**src/rtl/sar_seq_pkg.sv**
```systemverilog
package sar_seq_pkg;

   typedef enum logic [1:0] {
      PH_ACQ   = 2'd0,
      PH_CONV  = 2'd1,
      PH_LATCH = 2'd2
   } phase_t;

   function automatic int unsigned cnt_width(input int unsigned limit);
      return (limit < 2) ? 1 : $clog2(limit + 1);
   endfunction

endpackage

```
**src/rtl/sar_start_gate.sv**
```systemverilog
module sar_start_gate #(
   parameter int unsigned ACQ_CYCLES = 8
) (
   input  logic clk,
   input  logic rst_n,
   input  logic cs_i,
   input  logic cnv_i,
   input  logic idle_i,
   output logic accept_o
);
   logic req;
   logic req_q;
   logic acq_ok;

   assign req = cs_i & cnv_i;

   always_ff @(posedge clk) begin
      if (!rst_n) req_q <= 1'b0;
      else        req_q <= req;
   end

   generate
      if (ACQ_CYCLES == 0) begin : g_no_acq
         assign acq_ok = 1'b1;
      end else begin : g_acq_cnt
         localparam int unsigned CW = sar_seq_pkg::cnt_width(ACQ_CYCLES);
         localparam logic [CW-1:0] LIMIT = CW'(ACQ_CYCLES);
         logic [CW-1:0] acq_q;

         always_ff @(posedge clk) begin
            if (!rst_n)             acq_q <= '0;
            else if (!idle_i)       acq_q <= '0;
            else if (acq_q != LIMIT) acq_q <= acq_q + 1'b1;
         end

         assign acq_ok = (acq_q == LIMIT);
      end
   endgenerate

   assign accept_o = req & ~req_q & idle_i & acq_ok;

endmodule

```
**src/rtl/sar_bit_stepper.sv**
```systemverilog
module sar_bit_stepper #(
   parameter int unsigned DATA_W       = 14,
   parameter bit          KEEP_ON_HIGH = 1'b1
) (
   input  logic              clk,
   input  logic              rst_n,
   input  logic              load_i,
   input  logic              step_i,
   input  logic              cmp_i,
   output logic [DATA_W-1:0] code_o,
   output logic              lsb_o
);
   localparam logic [DATA_W-1:0] TOP_ONE = {1'b1, {(DATA_W-1){1'b0}}};

   logic [DATA_W-1:0] code_q;
   logic [DATA_W-1:0] mask_q;
   logic              keep;

   generate
      if (KEEP_ON_HIGH) begin : g_keep_high
         assign keep = cmp_i;
      end else begin : g_keep_low
         assign keep = ~cmp_i;
      end
   endgenerate

   always_ff @(posedge clk) begin
      if (!rst_n) begin
         code_q <= '0;
         mask_q <= '0;
      end else if (load_i) begin
         code_q <= TOP_ONE;
         mask_q <= TOP_ONE;
      end else if (step_i) begin
         code_q <= (keep ? code_q : (code_q & ~mask_q)) | (mask_q >> 1);
         mask_q <= mask_q >> 1;
      end
   end

   assign code_o = code_q;
   assign lsb_o  = mask_q[0];

endmodule

```
**src/rtl/sar_phase_ctrl.sv**
```systemverilog
module sar_phase_ctrl (
   input  logic                 clk,
   input  logic                 rst_n,
   input  logic                 accept_i,
   input  logic                 lsb_i,
   output sar_seq_pkg::phase_t  phase_o,
   output logic                 load_o,
   output logic                 step_o,
   output logic                 latch_o
);
   import sar_seq_pkg::*;

   phase_t ph_q;
   phase_t ph_d;

   always_comb begin
      ph_d = ph_q;
      unique case (ph_q)
         PH_ACQ:   if (accept_i) ph_d = PH_CONV;
         PH_CONV:  if (lsb_i)    ph_d = PH_LATCH;
         PH_LATCH:               ph_d = PH_ACQ;
         default:                ph_d = PH_ACQ;
      endcase
   end

   always_ff @(posedge clk) begin
      if (!rst_n) ph_q <= PH_ACQ;
      else        ph_q <= ph_d;
   end

   assign phase_o = ph_q;
   assign load_o  = (ph_q == PH_ACQ) & accept_i;
   assign step_o  = (ph_q == PH_CONV);
   assign latch_o = (ph_q == PH_LATCH);

endmodule

```
**src/rtl/sar_conv_seq.sv**
```systemverilog
module sar_conv_seq #(
   parameter int unsigned DATA_W       = 14,
   parameter int unsigned ACQ_CYCLES   = 8,
   parameter bit          KEEP_ON_HIGH = 1'b1
) (
   input  logic              clk,
   input  logic              rst_n,
   input  logic              cs_i,
   input  logic              cnv_i,
   input  logic              cmp_i,
   output logic [DATA_W-1:0] dac_code_o,
   output logic              smp_sw_o,
   output logic              zero_sw_o,
   output logic              busy_o,
   output logic              done_o,
   output logic [DATA_W-1:0] result_o
);
   import sar_seq_pkg::*;

   generate
      if (DATA_W < 2 || DATA_W > 32) begin : g_bad_width
         $error("sar_conv_seq: DATA_W must lie in 2..32");
      end
      if (ACQ_CYCLES > 65535) begin : g_bad_acq
         $error("sar_conv_seq: ACQ_CYCLES too large");
      end
   endgenerate

   phase_t            phase;
   logic              idle;
   logic              accept;
   logic              load;
   logic              step;
   logic              latch;
   logic              lsb;
   logic [DATA_W-1:0] code;
   logic [DATA_W-1:0] res_q;
   logic              done_q;

   assign idle = (phase == PH_ACQ);

   sar_start_gate #(
      .ACQ_CYCLES (ACQ_CYCLES)
   ) u_gate (
      .clk      (clk),
      .rst_n    (rst_n),
      .cs_i     (cs_i),
      .cnv_i    (cnv_i),
      .idle_i   (idle),
      .accept_o (accept)
   );

   sar_phase_ctrl u_ctrl (
      .clk      (clk),
      .rst_n    (rst_n),
      .accept_i (accept),
      .lsb_i    (lsb),
      .phase_o  (phase),
      .load_o   (load),
      .step_o   (step),
      .latch_o  (latch)
   );

   sar_bit_stepper #(
      .DATA_W       (DATA_W),
      .KEEP_ON_HIGH (KEEP_ON_HIGH)
   ) u_step (
      .clk    (clk),
      .rst_n  (rst_n),
      .load_i (load),
      .step_i (step),
      .cmp_i  (cmp_i),
      .code_o (code),
      .lsb_o  (lsb)
   );

   always_ff @(posedge clk) begin
      if (!rst_n) begin
         res_q  <= '0;
         done_q <= 1'b0;
      end else begin
         done_q <= latch;
         if (latch) res_q <= code;
      end
   end

   assign dac_code_o = code;
   assign smp_sw_o   = idle;
   assign zero_sw_o  = idle;
   assign busy_o     = ~idle;
   assign done_o     = done_q;
   assign result_o   = res_q;

endmodule

```
**config.mk**
```make
export PLATFORM = sky130hd
export DESIGN_NAME = sar_conv_seq
export DESIGN_NICKNAME = d
export VERILOG_FILES = /design/src/rtl/sar_seq_pkg.sv /design/src/rtl/sar_start_gate.sv /design/src/rtl/sar_bit_stepper.sv /design/src/rtl/sar_phase_ctrl.sv /design/src/rtl/sar_conv_seq.sv
export SDC_FILE = /design/constraint.sdc
export NUM_CORES = 1
export LEC_CHECK = 0
export BUFFER_PORTS_ARGS = -buffer_cell sky130_fd_sc_hd__buf_4
export CAP_MARGIN = 20
export CELL_PAD_IN_SITES_DETAIL_PLACEMENT = 0
export CELL_PAD_IN_SITES_GLOBAL_PLACEMENT = 1
export CORE_AREA = 2 2 84 86
export DETAILED_ROUTE_END_ITERATION = 7
export DIE_AREA = 0 0 86 88
export GPL_ROUTABILITY_DRIVEN = 0
export MAX_ROUTING_LAYER = met4
export PLACE_DENSITY_LB_ADDON = 0.15
export SYNTH_ARGS = -nofsm -noshare
export SYNTH_HDL_FRONTEND = slang
export SYNTH_HIERARCHICAL = 1
export SYNTH_SLANG_ARGS = --single-unit
```
**constraint.sdc**
```tcl
create_clock -name clk -period 2.2 [get_ports clk]
set_input_delay 0.22 -clock clk [delete_from_list [all_inputs] [get_ports clk]]
set_output_delay 0.22 -clock clk [all_outputs]
set_load 0.05 [all_outputs]
```
## After elaboration in Yosys (flattened, before gate mapping)

Index checks and enable logic that the tools add are counted.

| operators by class | value |
|---|---|
| add/subtract/negate cells | 1 |
| equality and inequality tests | 6 |
| mux-type cells | 8 |
| bitwise gates (word level) | 11 |
| reduce and logical (&&, ||, !) cells | 5 |

Operators by type and width:

| kind | count |
|---|---|
| $mux 14 | 5 |
| $and 14x14->14 | 1 |
| $not 14->14 | 1 |
| $or 14x13->14 | 1 |
| $and 1x1->1 | 5 |
| $add 4x1->4 const B | 1 |
| $eq 4x4->1 const B | 1 |
| $mux 2 | 2 |
| $ne 2x1->1 const B | 2 |
| $ne 4x4->1 const B | 1 |
| $pmux 2 s2 | 1 |
| $reduce_and 2->1 | 2 |
| $not 1->1 | 3 |
| $eq 2x1->1 const B | 1 |
| $eq 2x2->1 const B | 1 |
| $logic_not 2->1 | 1 |
| $reduce_bool 2->1 | 1 |
| $reduce_or 2->1 | 1 |

| word-level totals | value |
|---|---|
| register bits | 50 |
| logic and storage cells | 40 |

## Longest topological paths before layout

| depth | value |
|---|---|
| depth in word-level cells | 6 |
| gate-level depth with buffers | 11 |
| gate-level depth less buffers | 8 |

## Hierarchy

The synthesis kept the hierarchy.

By module, submodules not included:

| module | times used | cells each | area an instance (sq um) | seq. area each (sq um) |
|---|---|---|---|---|
| sar_bit_stepper | 1 | 108 | 1119.8 | 560.5 |
| sar_conv_seq | 1 | 50 | 585.6 | 300.3 |
| sar_start_gate | 1 | 29 | 276.5 | 100.1 |
| sar_phase_ctrl | 1 | 11 | 108.9 | 40.0 |

## Worst setup path before layout

OpenSTA, ideal clock, no wires.

| path | value |
|---|---|
| kind | reg-to-reg |
| start | register u_ctrl.ph_q[1] (netlist: u_ctrl/phase_o[1]) |
| end | register u_step.mask_q[10] |
| data arrival time | 2418 ps |
| data required time | 2080 ps |
| slack | -337 ps |
| stages on the path, launching flop included | 11 |
| period minus slack after synthesis | 2537 ps |
| cells stage by stage | dfxtp_1 -> nor2_1 -> buf_2 -> nor2b_1 -> and4_1 -> nand2b_4 -> nor2_2 -> nand2b_1 -> buf_4 -> buf_2 -> a21oi_1 |

| between the ends | value |
|---|---|
| longest elaborated chain between the ends | 5 |
| elaborated cells between the ends (all ways) | 6 |
| classes of those cells | eq/ne: 1; bitwise: 3; reduce/logical: 2 |

Ends and longest elaborated chain:

| what | line | RTL |
|---|---|---|
| from (decl) | sar_phase_ctrl.sv:13 | `phase_t ph_q;` |
| from (signal assigned) | sar_phase_ctrl.sv:28 | `else ph_q <= ph_d;` |
| $logic_not 2->1 | sar_conv_seq.sv:40 | `assign idle = (phase == PH_ACQ);` |
| via smp_sw_o | sar_conv_seq.sv:12 | `output logic smp_sw_o,` |
| $and 1x1->1 (2 in series) | sar_start_gate.sv:40 | `assign accept_o = req & ~req_q & idle_i & acq_ok;` |
| via accept | sar_conv_seq.sv:31 | `logic accept;` |
| $and 1x1->1 | sar_phase_ctrl.sv:32 | `assign load_o = (ph_q == PH_ACQ) & accept_i;` |
| via load | sar_conv_seq.sv:32 | `logic load;` |
| $reduce_or 2->1 (no line) | - |  |
| to (signal assigned) | sar_bit_stepper.sv:36 | `mask_q <= mask_q >> 1;` |
| to (decl) | sar_bit_stepper.sv:16 | `logic [DATA_W-1:0] mask_q;` |

The timed path passes the listed nets, and every way through them passes these cells.
A chain may end at the register's enable or synchronous reset.

## Final worst setup path

| path | value |
|---|---|
| start | register u_gate.g_acq_cnt.acq_q[0] |
| end | register u_step.code_q[11] (netlist: u_step/code_o[11]) |

| between the ends | value |
|---|---|
| longest elaborated chain between the ends | 4 |

Ends and longest elaborated chain:

| what | line | RTL |
|---|---|---|
| from (decl) | sar_start_gate.sv:28 | `logic [CW-1:0] acq_q;` |
| from (signal assigned) | sar_start_gate.sv:33 | `else if (acq_q != LIMIT) acq_q <= acq_q + 1'b1;` |
| $eq 4x4->1 | sar_start_gate.sv:36 | `assign acq_ok = (acq_q == LIMIT);` |
| $and 1x1->1 | sar_start_gate.sv:40 |  |
| via accept | sar_conv_seq.sv:31 |  |
| $and 1x1->1 | sar_phase_ctrl.sv:32 |  |
| via load | sar_conv_seq.sv:32 |  |
| $reduce_or 2->1 (no line) | - |  |
| to (signal assigned) | sar_bit_stepper.sv:35 | `code_q <= (keep ? code_q : (code_q & ~mask_q)) \| (mask_q >> 1);` |
| to (decl) | sar_bit_stepper.sv:15 | `logic [DATA_W-1:0] code_q;` |

The timed path passes the listed nets, and every way through them passes these cells.

==> summary.md <==
| Metric | Value |
|---|---|
| Post-Synthesis Mean Instance Area | 10.6 µm² |
| Setup repair after global routing missed its margin | false |
| Internal power | approximately 1.2 mW |
| Sw Share | between 20% and 30% |
| Ordered cell list for the critical path | inv_1, ha_1, and3b_1, and4_1, nand2b_4, nor2_2, nand2b_1, buf_12, a311oi_2 |
| Xor-xnor portion of the synthesized cell area | less than 1% |
| Total Die Area | approximately 7600 µm² |
| Number of clock sinks | 50 |
| Share of final-layout standard cells stronger than drive strength 1 | 30.7% |
| Detail Placement HPWL | between 2000 and 3000 µm |
| 1st-iter DRT viols | 60 |
| Min Tclk post-route | around 1.9 ns |
| Util after Layout | around 38% |
| Worst slack at placement | ~0.34 ns |
| Detailed Routing Iterations Pass 1 | 3 |
| Power per cell area | between 600 and 700 nW/µm² |
| Maximum fanout count along the critical path | 26 |
| Worst slew pin tran | between 0.3 and 0.4 ns |
| Vertical die dimension | roughly 88 µm |
| Ranking of synthesized cells by instance count | 50 x sky130_fd_sc_hd__dfxtp_1, 26 x sky130_fd_sc_hd__a21oi_1, 18 x sky130_fd_sc_hd__nor2b_1 |
| All-Layer GR Usage | ~12% |
| Diodes inserted | 0 |
| H-tree levels | 2 |
| Effective utilization at floorplan | approximately a third |
| TritonCTS clock tree | yes |
| Nature of the critical path endpoint | register |
| Filler Cell Count | roughly 660 |
| Main combinational cell family by area after synthesis | simple AND/OR/NAND/NOR gates |
| Cell area after layout | between 2000 and 3000 µm² |
| Share of the synthesized area in compound gates (AO/OA/AOI/OAI) | between 15 and 20% |
| Total global routing overflow | 0 |
| Ratio of final minimum period to clock period | between 80 and 90% |
| Final routed DRC violation total | 0 |
| Category of the most critical setup path | register to register |
| Worst setup margin | approximately 0.33 ns |
| Top post-synthesis cells by area | sky130_fd_sc_hd__dfxtp_1 48%, sky130_fd_sc_hd__a311oi_2 9.3%, sky130_fd_sc_hd__mux2i_1 8.1% |
| Sum of negative setup slack | 0 ns |
| Sw Pwr | 0.334 mW |
| Number of nets still failing antenna checks after routing | 0 |
| Final slew viol count | 0 |
| Top Family by Delay on Critical Path | simple AND/OR/NAND/NOR gates |
| Cell type with the highest aggregate area in the netlist | sky130_fd_sc_hd__dfxtp_1 |
| Cell count after placement | about 300 |
| Peak supply drop | between 200 and 300 µV |
| Data arrival time of the critical path | between 2 and 2.5 ns |
| Result of the run | completed |
| Syn Inst Count | 198 |
| Clk pin slew, worst setup/hold paths | approximately 0.090 ns |
| Buffer cell driving the clock tree root | sky130_fd_sc_hd__clkbuf_8 |
| Final Routed Wirelength | 3990 µm |
| Signed area change from the synthesized netlist to the final layout | 19.6% |
| Via density per instance | between 4 and 5 |
| Maximum clock rate | 0.535 GHz |
| Worst setup SP type | register |
| Total nets after synthesis | between 200 and 250 |
| Class of the worst hold path | input pin to register |
| TritonCTS Buffers | 5 |
| Sequential fraction of design power | 60.2% |
| Global-route wire length before repair | around 6600 µm |
| Ys flop type | sky130_fd_sc_hd__dfxtp_1 |
| Post-synth EDFFs | 0 |
| Buf/Inv on CP | 2 |
| Port-buffer cells | 36 |
| Placed cell area | around 2400 µm² |
| Floorplan die width | 86 µm |
| Setup clock skew after layout | 0.00818 ns |
| Share of the yosys chip area belonging to registers | 47.9% |
| Total of max-cap violations | 0 |
| # nets final | 237 |
| Total of hold buffers inserted after clock tree synthesis | 0 |
| Post-cts gate resize count | 0 |
| Normalized max-slew margin | about 78% |
| Vias in the first global route | 1,348 |
| Simple-gate area share of the yosys netlist | 19.1% |
| Number of non-filler instances in the completed layout | around 310 |
| Wire length per cell after detailed routing | ~13 µm |
| Most used standard cell by instance count after synthesis | sky130_fd_sc_hd__dfxtp_1 |
| CP max stage cell | sky130_fd_sc_hd__dfxtp_1 |
| Netlist Area Pre-Place | around 2100 µm² |
| Antenna violations before repair | 0 |
| Post-CTS Setup Inserts | 0 |
| Multiplexer share of the synthesized area | under 10% |
| Pin count of the biggest net entering global routing | 37 |
| Synth top area share | about 48% |
| Clk buf depth | 2 |
| Worst-Skew Late Latency | 0.30 ns |
| Top-level port count | 37 |
| Routed vias | between 1,000 and 1,500 |
| Register bit count reported by yosys | 50 |
| Share of synthesized flip-flops with an asynchronous set or reset | 0% |
| Delay contributed by the slowest stage of the critical path | between 0.3 and 0.4 ns |
| Worst EP required | roughly 2.4 ns |
| Post-Synth Adder-Cell Area | 1.20% |
| Proportion of power drawn by the clock network | a little over a third |
| Power share of the combinational group | about 3.4% |
| Hold violation count in the final report | 0 |
| Leak Pwr | around 0.9 nW |
| Yosys warns | 6 |
| Rows | 30 |
| Core ar. | 6640 µm² |
| Count of cell types in the netlist | 30 |
| Finish-stage setup viols | 0 |
sequential cells by signal, indices dropped and copies added (netlist names):
register,flops
u_gate/g_acq_cnt.acq_q,4
u_gate/req_q,1
result_o,14
u_ctrl/phase_o,2
done_o,1
u_step/mask_q,14
u_step/code_o,14
cell type report:
cell class | instances | area, µm² | area share, %
clock inverter | 2 | 12.5 | 0.500
sequential | 50 | 1000 | 40.0
tap | 80 | 100 | 4.00
inverter | 3 | 11.3 | 0.450
clock buffer | 6 | 82.6 | 3.30
multi-input combinational | 130 | 968 | 38.7
timing repair buffer | 40 | 325 | 13.0
metrics by stage:
stage,total power [mW],hold WS (ns)
global route,1.59,0.155
detailed placement,0.989,0.466
global placement,0.988,0.464
finish,1.52,0.156
CTS,1.55,0.141
floorplan,0.971,0.338
worst register-to-register path, stage by stage (launching register included):
cell and delay (ns):
sky130_fd_sc_hd__dfxtp_1 0.39, sky130_fd_sc_hd__inv_1 0.06, sky130_fd_sc_hd__ha_1 0.18, sky130_fd_sc_hd__and3b_1 0.22, sky130_fd_sc_hd__and4_1 0.24, sky130_fd_sc_hd__nand2b_4 0.08
sky130_fd_sc_hd__nor2_2 0.05, sky130_fd_sc_hd__nand2b_1 0.18, sky130_fd_sc_hd__buf_12 0.19, sky130_fd_sc_hd__a311oi_2 0.19
layout by cell type, fill, tap and decap left out, types with 3 or more instances in the layout:
cell type and instances:
sky130_fd_sc_hd__nand3_1 5, sky130_fd_sc_hd__nand2b_1 15, sky130_fd_sc_hd__nand2_1 15, sky130_fd_sc_hd__mux2i_1 17
sky130_fd_sc_hd__clkbuf_8 6, sky130_fd_sc_hd__inv_1 3, sky130_fd_sc_hd__buf_4 38, sky130_fd_sc_hd__nor2b_1 16
sky130_fd_sc_hd__dfxtp_1 50, sky130_fd_sc_hd__a311oi_2 13, sky130_fd_sc_hd__a21oi_1 26
power groups by stage:
stage	sequential (mW)	combinational [mW]	clock, mW
after floorplan	0.935	0.0357	0
after global placement	0.936	0.0522	0
after detailed placement	0.936	0.0526	0
after CTS	0.915	0.0525	0.579
after global routing	0.917	0.0564	0.617
final	0.915	0.0514	0.553
final timing paths:
path / startpoint / to / slack [ns] / cells after the start
max: u_gate/g_acq_cnt.acq_q[0] / u_step/code_o[11] / 0.33 / 9
min: cnv_i / u_gate/req_q / 0.16 / 2
max reg2reg: u_gate/g_acq_cnt.acq_q[0] / u_step/code_o[11] / 0.33 / 9
min reg2reg: u_step/mask_q[13] / u_step/code_o[13] / 0.50 / 1
kinds of logic after synthesis:
family	count (synthesis)
AOI/OAI and AO/OA	43
adders and majority gates	2
buffers and inverters	18
and+or+nand+nor	67
muxes	17
DFF	50
xor gates and xnor gates	1
routing by layer:
layer / up-vias / wire [µm] / GRT usage [%] / share of wire, %
met5: - / 0 / - / 0
met4: 0 / 53 / 4.33 / 1.3
met3: 6 / 143 / 3.20 / 3.6
met2: 20 / 1690 / 16.4 / 42
met1: 673 / 2100 / 15.4 / 53
li1: 748 / - / - / -
Power figures use the tool's default switching activity.
